## src/rtl/tach_pkg.sv

```systemverilog
package tach_pkg;

  typedef enum logic [1:0] {
    STEP_NONE = 2'd0,
    STEP_UP   = 2'd1,
    STEP_DOWN = 2'd2,
    STEP_ERR  = 2'd3
  } step_e;

  // Classify one sample of the phase pair {a,b} against the previous one.
  // Forward order is 00 -> 10 -> 11 -> 01 -> 00.
  function automatic step_e quad_step(input logic [1:0] prev, input logic [1:0] cur);
    logic [1:0] diff;
    diff = prev ^ cur;
    if (diff == 2'b00) return STEP_NONE;
    if (diff == 2'b11) return STEP_ERR;
    // one phase moved: forward when new A differs from old B
    return (cur[1] ^ prev[0]) ? STEP_UP : STEP_DOWN;
  endfunction

endpackage

```

## src/rtl/tach_quad_dec.sv

```systemverilog
module tach_quad_dec
  import tach_pkg::*;
(
  input  logic clk,
  input  logic rst_n,
  input  logic enc_a,
  input  logic enc_b,
  output logic up_evt,
  output logic dn_evt,
  output logic err_q
);

  logic [1:0] prev_q;
  logic [1:0] cur;
  step_e      step;

  assign cur    = {enc_a, enc_b};
  assign step   = quad_step(prev_q, cur);
  assign up_evt = (step == STEP_UP);
  assign dn_evt = (step == STEP_DOWN);

  always_ff @(posedge clk or negedge rst_n) begin
    if (!rst_n) begin
      prev_q <= 2'b00;
      err_q  <= 1'b0;
    end else begin
      prev_q <= cur;
      err_q  <= (step == STEP_ERR);
    end
  end

endmodule

```

## src/rtl/tach_position.sv

```systemverilog
module tach_position #(
  parameter int W = 16
) (
  input  logic         clk,
  input  logic         rst_n,
  input  logic         up_evt,
  input  logic         dn_evt,
  output logic [W-1:0] pos_q,
  output logic         dir_up_q
);

  localparam logic [W-1:0] ONE = W'(1);

  always_ff @(posedge clk or negedge rst_n) begin
    if (!rst_n) begin
      pos_q    <= '0;
      dir_up_q <= 1'b0;
    end else if (up_evt) begin
      pos_q    <= pos_q + ONE;
      dir_up_q <= 1'b1;
    end else if (dn_evt) begin
      pos_q    <= pos_q - ONE;
      dir_up_q <= 1'b0;
    end
  end

endmodule

```

## src/rtl/tach_gap_timer.sv

```systemverilog
module tach_gap_timer #(
  parameter int W = 16
) (
  input  logic         clk,
  input  logic         rst_n,
  input  logic         restart,
  input  logic         tick_en,
  output logic [W-1:0] gap_q
);

  localparam logic [W-1:0] GAP_MAX = {W{1'b1}};

  function automatic logic [W-1:0] sat_inc(input logic [W-1:0] v);
    return (v == GAP_MAX) ? v : v + W'(1);
  endfunction

  always_ff @(posedge clk or negedge rst_n) begin
    if (!rst_n)        gap_q <= '0;
    else if (restart)  gap_q <= '0;
    else if (tick_en)  gap_q <= sat_inc(gap_q);
  end

endmodule

```

## src/rtl/tach_capture.sv

```systemverilog
module tach_capture #(
  parameter int W = 33
) (
  input  logic         clk,
  input  logic         rst_n,
  input  logic         fire,
  input  logic [W-1:0] live,
  output logic [W-1:0] snap_q
);

  always_ff @(posedge clk or negedge rst_n) begin
    if (!rst_n)    snap_q <= '0;
    else if (fire) snap_q <= live;
  end

endmodule

```

## src/rtl/tach_marker.sv

```systemverilog
module tach_marker #(
  parameter int W = 16
) (
  input  logic         clk,
  input  logic         rst_n,
  input  logic         mark_in,
  input  logic         ack,
  input  logic [W-1:0] pos,
  output logic [W-1:0] mark_pos_q,
  output logic         seen_q,
  output logic         rise
);

  logic mark_d;

  assign rise = mark_in & ~mark_d;

  always_ff @(posedge clk or negedge rst_n) begin
    if (!rst_n) begin
      mark_d     <= 1'b0;
      mark_pos_q <= '0;
      seen_q     <= 1'b0;
    end else begin
      mark_d <= mark_in;
      if (rise) begin
        mark_pos_q <= pos;
        seen_q     <= 1'b1;
      end else if (ack) begin
        seen_q     <= 1'b0;
      end
    end
  end

endmodule

```

## src/rtl/tach_counter.sv

```systemverilog
module tach_counter #(
  parameter int POS_W     = 16,
  parameter int TIME_W    = 16,
  parameter bit MARKER_EN = 1'b1
) (
  input  logic              clk,
  input  logic              rst_n,
  input  logic              enc_a,
  input  logic              enc_b,
  input  logic              enc_mark,
  input  logic              tick_en,
  input  logic              inner_ld,
  input  logic              app_ld,
  input  logic              ld_sel,
  input  logic              mark_ack,
  output logic [POS_W-1:0]  pos,
  output logic              dir_up,
  output logic [TIME_W-1:0] gap_time,
  output logic              step_err,
  output logic [POS_W-1:0]  cap_pos,
  output logic              cap_dir_up,
  output logic [TIME_W-1:0] cap_gap,
  output logic [POS_W-1:0]  mark_pos,
  output logic              mark_seen
);

  localparam int SNAP_W = POS_W + 1 + TIME_W;

  // named internal events, visible to the bound checker
  logic up_evt;
  logic dn_evt;
  logic count_evt;
  logic cap_fire;
  logic mark_rise;
  logic [SNAP_W-1:0] snap;

  assign count_evt = up_evt | dn_evt;
  assign cap_fire  = ld_sel ? app_ld : inner_ld;

  tach_quad_dec u_dec (
    .clk    (clk),
    .rst_n  (rst_n),
    .enc_a  (enc_a),
    .enc_b  (enc_b),
    .up_evt (up_evt),
    .dn_evt (dn_evt),
    .err_q  (step_err)
  );

  tach_position #(.W(POS_W)) u_pos (
    .clk      (clk),
    .rst_n    (rst_n),
    .up_evt   (up_evt),
    .dn_evt   (dn_evt),
    .pos_q    (pos),
    .dir_up_q (dir_up)
  );

  tach_gap_timer #(.W(TIME_W)) u_gap (
    .clk     (clk),
    .rst_n   (rst_n),
    .restart (count_evt),
    .tick_en (tick_en),
    .gap_q   (gap_time)
  );

  tach_capture #(.W(SNAP_W)) u_cap (
    .clk    (clk),
    .rst_n  (rst_n),
    .fire   (cap_fire),
    .live   ({pos, dir_up, gap_time}),
    .snap_q (snap)
  );

  assign {cap_pos, cap_dir_up, cap_gap} = snap;

  generate
    if (MARKER_EN) begin : g_mark
      tach_marker #(.W(POS_W)) u_mark (
        .clk        (clk),
        .rst_n      (rst_n),
        .mark_in    (enc_mark),
        .ack        (mark_ack),
        .pos        (pos),
        .mark_pos_q (mark_pos),
        .seen_q     (mark_seen),
        .rise       (mark_rise)
      );
    end else begin : g_nomark
      assign mark_pos  = '0;
      assign mark_seen = 1'b0;
      assign mark_rise = 1'b0;
    end
  endgenerate

endmodule

```

## config.mk

```make
export PLATFORM = sky130hd
export DESIGN_NAME = tach_counter
export DESIGN_NICKNAME = d
export VERILOG_FILES = /design/src/rtl/tach_pkg.sv /design/src/rtl/tach_quad_dec.sv /design/src/rtl/tach_position.sv /design/src/rtl/tach_gap_timer.sv /design/src/rtl/tach_capture.sv /design/src/rtl/tach_marker.sv /design/src/rtl/tach_counter.sv
export SDC_FILE = /design/constraint.sdc
export NUM_CORES = 1
export LEC_CHECK = 0
export CORE_UTILIZATION = 40
export CTS_BUF_LIST = sky130_fd_sc_hd__clkbuf_16
export DETAILED_ROUTE_END_ITERATION = 10
export PLACE_DENSITY = 0.66
export SYNTH_ARGS = -nofsm -noshare
export SYNTH_HDL_FRONTEND = slang
export SYNTH_SLANG_ARGS = --single-unit
```

## constraint.sdc

```tcl
create_clock -name clk -period 3.45 [get_ports clk]
set_clock_uncertainty 0.1 [all_clocks]
set_input_delay 0.5175 -clock clk [delete_from_list [all_inputs] [get_ports clk]]
set_output_delay 0.5175 -clock clk [all_outputs]
set_load 0.05 [all_outputs]
```

## After elaboration in Yosys (flattened, before gate mapping)

Cells that the tools add are included.

| word-level totals | value |
|---|---|
| flip-flop bits (word level) | 87 |
| bits in latches | 0 |
| memory bits (writable) | 0 |
| ROM bits | 0 |
| input bits | 10 |
| output and inout port bits | 84 |
| logic and storage cells | 46 |
| memories | 0 |

| cells by class | value |
|---|---|
| add/sub/neg operators | 3 |
| multipliers | 0 |
| div/mod/pow operators | 0 |
| $lt $le $gt $ge | 0 |
| equality and inequality tests | 6 |
| shift operators | 0 |
| mux-type cells | 18 |
| bitwise gates (word level) | 5 |
| reductions and logical operators | 5 |

Operator list:

| kind | number |
|---|---|
| 16-bit 2-to-1 mux | 5 |
| 16-bit by 1-bit adder with 16-bit output, second input constant | 2 |
| 16-bit == test, second input constant | 1 |
| 16-bit by 1-bit subtractor with 16-bit output, second input constant | 1 |
| 2-bit 2-to-1 mux | 5 |
| 1-bit 2-to-1 mux | 8 |
| 2-bit == test, second input constant | 3 |
| 2-bit nonzero test | 3 |
| 2-bit by 1-bit == test with 1-bit output, second input constant | 1 |
| 2-bit zero test | 1 |
| 2-bit inequality test, second input constant | 1 |
| 2-bit AND reduction | 1 |
| 2-bit bitwise XOR | 1 |
| 1-bit AND | 1 |
| 1-bit inverter | 1 |
| 1-bit bitwise OR | 1 |
| 1-bit bitwise XOR | 1 |

## Depth between registers and ports, before layout

| depth | value |
|---|---|
| depth after elaboration | 10 |
| mapped depth | 12 |
| depth with buffers taken out | 12 |

## Modules after synthesis

From an unflattened synthesis, not the netlist that was laid out.

| unflattened totals | value |
|---|---|
| cells, all modules | 364 |
| area total of the unflattened synthesis | 4479.3 um^2 |

Modules (own cells, without submodules):

| module | times used | cells an instance | area an instance (um^2) | sequential area each (um^2) |
|---|---|---|---|---|
| tach_capture | 1 | 70 | 1381.3 | 825.8 |
| tach_position | 1 | 151 | 1330.0 | 425.4 |
| tach_gap_timer | 1 | 92 | 904.6 | 400.4 |
| tach_marker | 1 | 39 | 718.2 | 450.4 |
| tach_quad_dec | 1 | 10 | 123.9 | 75.1 |
| tach_counter | 1 | 2 | 21.3 | 0.0 |

## Worst setup path after synthesis

No wires, ideal clock.

| timing path | value |
|---|---|
| kind | input-to-reg |
| from | in enc_b |
| to | reg u_pos.pos_q[10] |
| arrival time | 2.958 ns |
| data required time | 3.225 ns |
| setup slack | 0.267 ns |
| stages | 11 |
| path buffers | 0 |
| path through | xnor2_1 > inv_1 > ha_1 > or3_4 > ha_1 > nor2b_1 > o31a_1 > o31ai_4 > o21ai_2 > xor2_1 > mux2_2 |

| between the ends | value |
|---|---|
| cells in the longest elaborated chain, start to end | 8 |

Ends and longest elaborated chain:

| item | line | text |
|---|---|---|
| start: declaration | tach_counter.sv:9 | `input logic enc_b,` |
| 2-bit bitwise XOR * | tach_pkg.sv:14 | `diff = prev ^ cur;` |
| 2-bit == test | tach_pkg.sv:16 | `if (diff == 2'b11) return STEP_ERR;` |
| 1-bit 2-to-1 mux (2 in series) | tach_pkg.sv:16 |  |
| 2-bit 2-to-1 mux | tach_pkg.sv:18 | `return (cur[1] ^ prev[0]) ? STEP_UP : STEP_DOWN;` |
| 2-bit 2-to-1 mux * | tach_pkg.sv:16 |  |
| 2-bit by 1-bit == test with 1-bit output or 2-bit == test (tied branches) | tach_quad_dec.sv:19, tach_quad_dec.sv:20 |  |
| 16-bit 2-to-1 mux or 2-bit nonzero test (tied branches) | - |  |
| end signal: assignment | tach_position.sv:19 | `pos_q <= pos_q + ONE;` |
| end signal: assignment | tach_position.sv:22 | `pos_q <= pos_q - ONE;` |
| end: declaration | tach_position.sv:8 | `output logic [W-1:0] pos_q,` |

Every way passes the cells marked *; elsewhere a longest branch is shown, timed or not. The select of a mux whose other input is x is not followed.
A chain may end at the register's enable or synchronous reset.

## Final worst setup path

| timing path | value |
|---|---|
| from | reg u_dec.prev_q[0] |
| to | reg u_pos.pos_q[12] |

| between the ends | value |
|---|---|
| cells in the longest elaborated chain, start to end | 8 |

Ends and longest elaborated chain:

| item | line | text |
|---|---|---|
| start: declaration | tach_quad_dec.sv:13 | `logic [1:0] prev_q;` |
| start signal: assignment | tach_quad_dec.sv:27 | `prev_q <= cur;` |
| 2-bit bitwise XOR | tach_pkg.sv:14 |  |
| 2-bit == test | tach_pkg.sv:16 |  |
| 1-bit 2-to-1 mux (2 in series) | tach_pkg.sv:16 |  |
| 2-bit 2-to-1 mux | tach_pkg.sv:18 |  |
| 2-bit 2-to-1 mux * | tach_pkg.sv:16 |  |
| 2-bit by 1-bit == test with 1-bit output or 2-bit == test (tied branches) | tach_quad_dec.sv:19, tach_quad_dec.sv:20 |  |
| 16-bit 2-to-1 mux or 2-bit nonzero test (tied branches) | - |  |

Marked as above.

==> results.py <==
metrics = {
    "timing": {
        "fmax_mhz": 318.6,
        "fin_crit_sh": 0.9098,
        "rsz0062_at_grt": "false",
        "tightest_slew_ns": 1.075,
        "layout_min_cycle_time_ns": 3.139,
        "hold_viol": 0,
        "slew_headroom": 0.2836,
        "fin_tns_setup_ns": 0,
        "drv_slew": 0,
        "setup_slack_ns": 0.3113,
        "setup_viol": 0,
    },
    "synthesis": {
        "ys_types": 50,
        "yosysTopAreaCell": "dfrtp_1",
        "synth-edff-count": 0,
        "ys.warnings.count": 0,
        "syn_area_per_cell_um2": 11.81,
        "synth_flop_cell": "dfrtp_1",
        "synth-seq-cells": 87,
        "syn_inst": 362,
        "mappedNetlistArea_um2": 4275,
        "synth_area_leaders": "dfrtp_1 (51%), mux2_2 (14%), ha_1 (5.6%)",
        "async_flop_share": 1.000,
        "synth_common_cells": "dfrtp_1 (87), mux2_2 (55), nor2_1 (32)",
        "yosysTopAreaCellShare": 0.5092,
        "synth.most_common_cell": "dfrtp_1",
        "synth-seq-area-share": 0.5092,
        "syn-num-nets": 392,
    },
    "die": {
        "fp.dieArea_um2": 11110,
        "fp.coreArea_um2": 10320,
        "chipHeight_um": 105.4,
        "dieWidth_um": 105.4,
        "start_util": 0.4141,
        "fp-row-count": 37,
        "pin_count": 94,
    },
    "grt": {
        "grtUsageTotal": 0.1842,
        "overflow": 0,
        "grt_pass1_wl_mm": 16.20,
        "grt_pass1_vias": 3398,
        "grt_max_degree": 88,
        "antenna_found_initial": 0,
    },
    "clock_tree": {
        "cts_tree": "built",
        "cts-root-buf": "clkbuf_16",
        "clockBufferDepth": 2,
        "clock_latency_ns": 0.34,
        "cts_setup_buffers": 0,
        "cts_made_buffers": 9,
        "holdBufCountCts": 0,
        "cts.sink_count": 87,
        "htreeDepth": 3,
        "path_clk_slew_ns": 0.07,
    },
    "run": {
        "cap_violations": 0,
    },
    "power_and_ir_drop": {
        "max-vdd-ir-drop_uv": 592.8,
        "finalPower_mw": 6.375,
        "power.density_nw_per_um2": 1047,
        "p_leak_nw": 2.666,
    },
    "place": {
        "pre_cts_ws_ns": -0.3971,
        "dp.cells": 630,
        "place.gp.congestion": 0.8486,
        "dpl.hpwl_mm": 6.828,
        "portBuffers": 93,
    },
    "route": {
        "postRouteAntennaNets": 0,
        "drt_iter0_drc": 106,
        "first_pass_iters": 4,
        "wirelength_mm": 9.609,
        "wl_per_cell_um": 14.87,
        "num_vias": 3294,
        "drc": 0,
        "viasPerCell": 5.099,
    },
    "finish": {
        "syn2layout_area_growth_pct": 42.35,
        "diodes": 0,
        "final_core_util": 0.5895,
        "drive_gt1_frac": 0.2824,
        "final_nets": 535,
        "final_cell_count_no_fill": 646,
    },
    "critical_path": {
        "endpoint_kind": "register",
        "cp-start-kind": "register",
        "r2r.worst_path.cells": 11,
        "cp.required_ns": 3.57,
        "worstPathArrival_ns": 3.26,
        "path_class": "register to register",
        "crit_fanout": 6,
    },
    "run_status": {
        "status": "finished clean",
    },
    "hold_path": {
        "hp-class": "input pin to async pin",
    },
}
[registers in the layout (all words and copies together), names as in the netlist]
| name | cells |
|---|---|
| u_pos.dir_up_q | 1 |
| g_mark.u_mark.mark_d | 1 |
| u_dec.err_q | 1 |
| u_pos.pos_q | 16 |
| g_mark.u_mark.seen_q | 1 |
| g_mark.u_mark.mark_pos_q | 16 |
| u_gap.gap_q | 16 |
| u_cap.snap_q | 33 |
| u_dec.prev_q | 2 |
[power by group]
part	internal [mW]	switching (mW)
Clock	0.637	0.411
Combinational	1.58	2.14
Sequential	1.34	0.266
Total	3.55	2.82
[stage by stage]
| stage | hold slack (ns) | cell area (um2) |
|---|---|---|
| floorplan | 0.1219 | 4275 |
| global placement | 0.3660 | 5734 |
| detailed placement | 0.3750 | 5734 |
| CTS | 0.3322 | 6062 |
| global route | 0.2988 | 6086 |
| finish | 0.2865 | 6086 |
[layout by cell type (no fill, tap or decap), types with 2 or more instances in the layout]
cell type and count:
clkdlybuf4s50_1 90, dfrtp_1 87, mux2_2 55, buf_4 47
nor2_1 31, nand2_1 21, a21oi_1 19, ha_1 19
xor2_1 14, xnor2_1 11, o21ai_0 11, nand3_1 9
nor3_1 9, clkbuf_16 9, inv_1 8, nand4_1 4
a31oi_1 3, a21o_1 3, a21oi_2 3, o21ai_2 3
nand3b_1 2, o21a_1 2, o31a_1 2, o21ai_1 2
and4_1 2, and3_1 2, clkinv_2 2, inv_6 2
bufinv_16 2, dlymetal6s2s_1 2, buf_12 2
[final timing paths]
path                                   from                          end  slack (ns)
min in group clk                      enc_b              u_dec.prev_q[0]        0.30
max                         u_dec.prev_q[0]              u_pos.pos_q[12]        0.31
max in group asynchronous             rst_n  g_mark.u_mark.mark_pos_q[7]        2.28
min                                   rst_n               u_gap.gap_q[7]        0.29
max reg2reg                 u_dec.prev_q[0]              u_pos.pos_q[12]        0.31
min reg2reg                u_cap.snap_q[17]             u_cap.snap_q[17]        0.38
[routing by layer]
layer  share of wire  GRT usage  vias to the layer above  wire (um)
li1                -          -                     1576          -
met1            0.47     0.2456                     1627       4483
met2            0.47     0.2979                       79       4554
met3           0.045    0.03958                       12        435
met4           0.014    0.06137                        0        136
met5               0          0                        -          0
[cells by family after synthesis]
kind of cell	count (synthesis)	share of synthesized area
muxes	58	0.1531
AOI/OAI and AO/OA	60	0.09716
xor gates and xnor gates	27	0.05531
DFF	87	0.5092
buffers and inverters	18	0.01727
adders and majority gates	20	0.06029
and+or+nand+nor	92	0.1077
[layout make-up]
cell class	count	area (um2)
Inverter	9	33.78
Sequential cell	87	2177
Timing Repair Buffer	141	1319
Tap cell	136	170.2
Fill cell	873	4238
Multi-Input combinational cell	257	2066
Clock buffer	9	225.2
Clock inverter	7	95.09
[worst max-delay path, cell delays in order (launching register included)]
cell     delay, ns
dfrtp_1       0.41
xnor2_2       0.15
buf_4         0.13
ha_1          0.18
or3_4         0.42
buf_4         0.17
ha_1          0.29
a211o_2       0.37
o31ai_4       0.32
o21ai_2       0.09
xor2_1        0.14
mux2_2        0.26
[what timing repair did]
| item | 4_1_cts | 5_1_grt |
|---|---|---|
| gates resized for setup | 2 | 8 |
| cloned | 0 | 0 |
| setup endpoints to repair | 2 | 9 |
| hold endpoints to repair | 0 | 0 |
| pin swaps | 0 | 2 |
(Power assumes the default switching activity.)
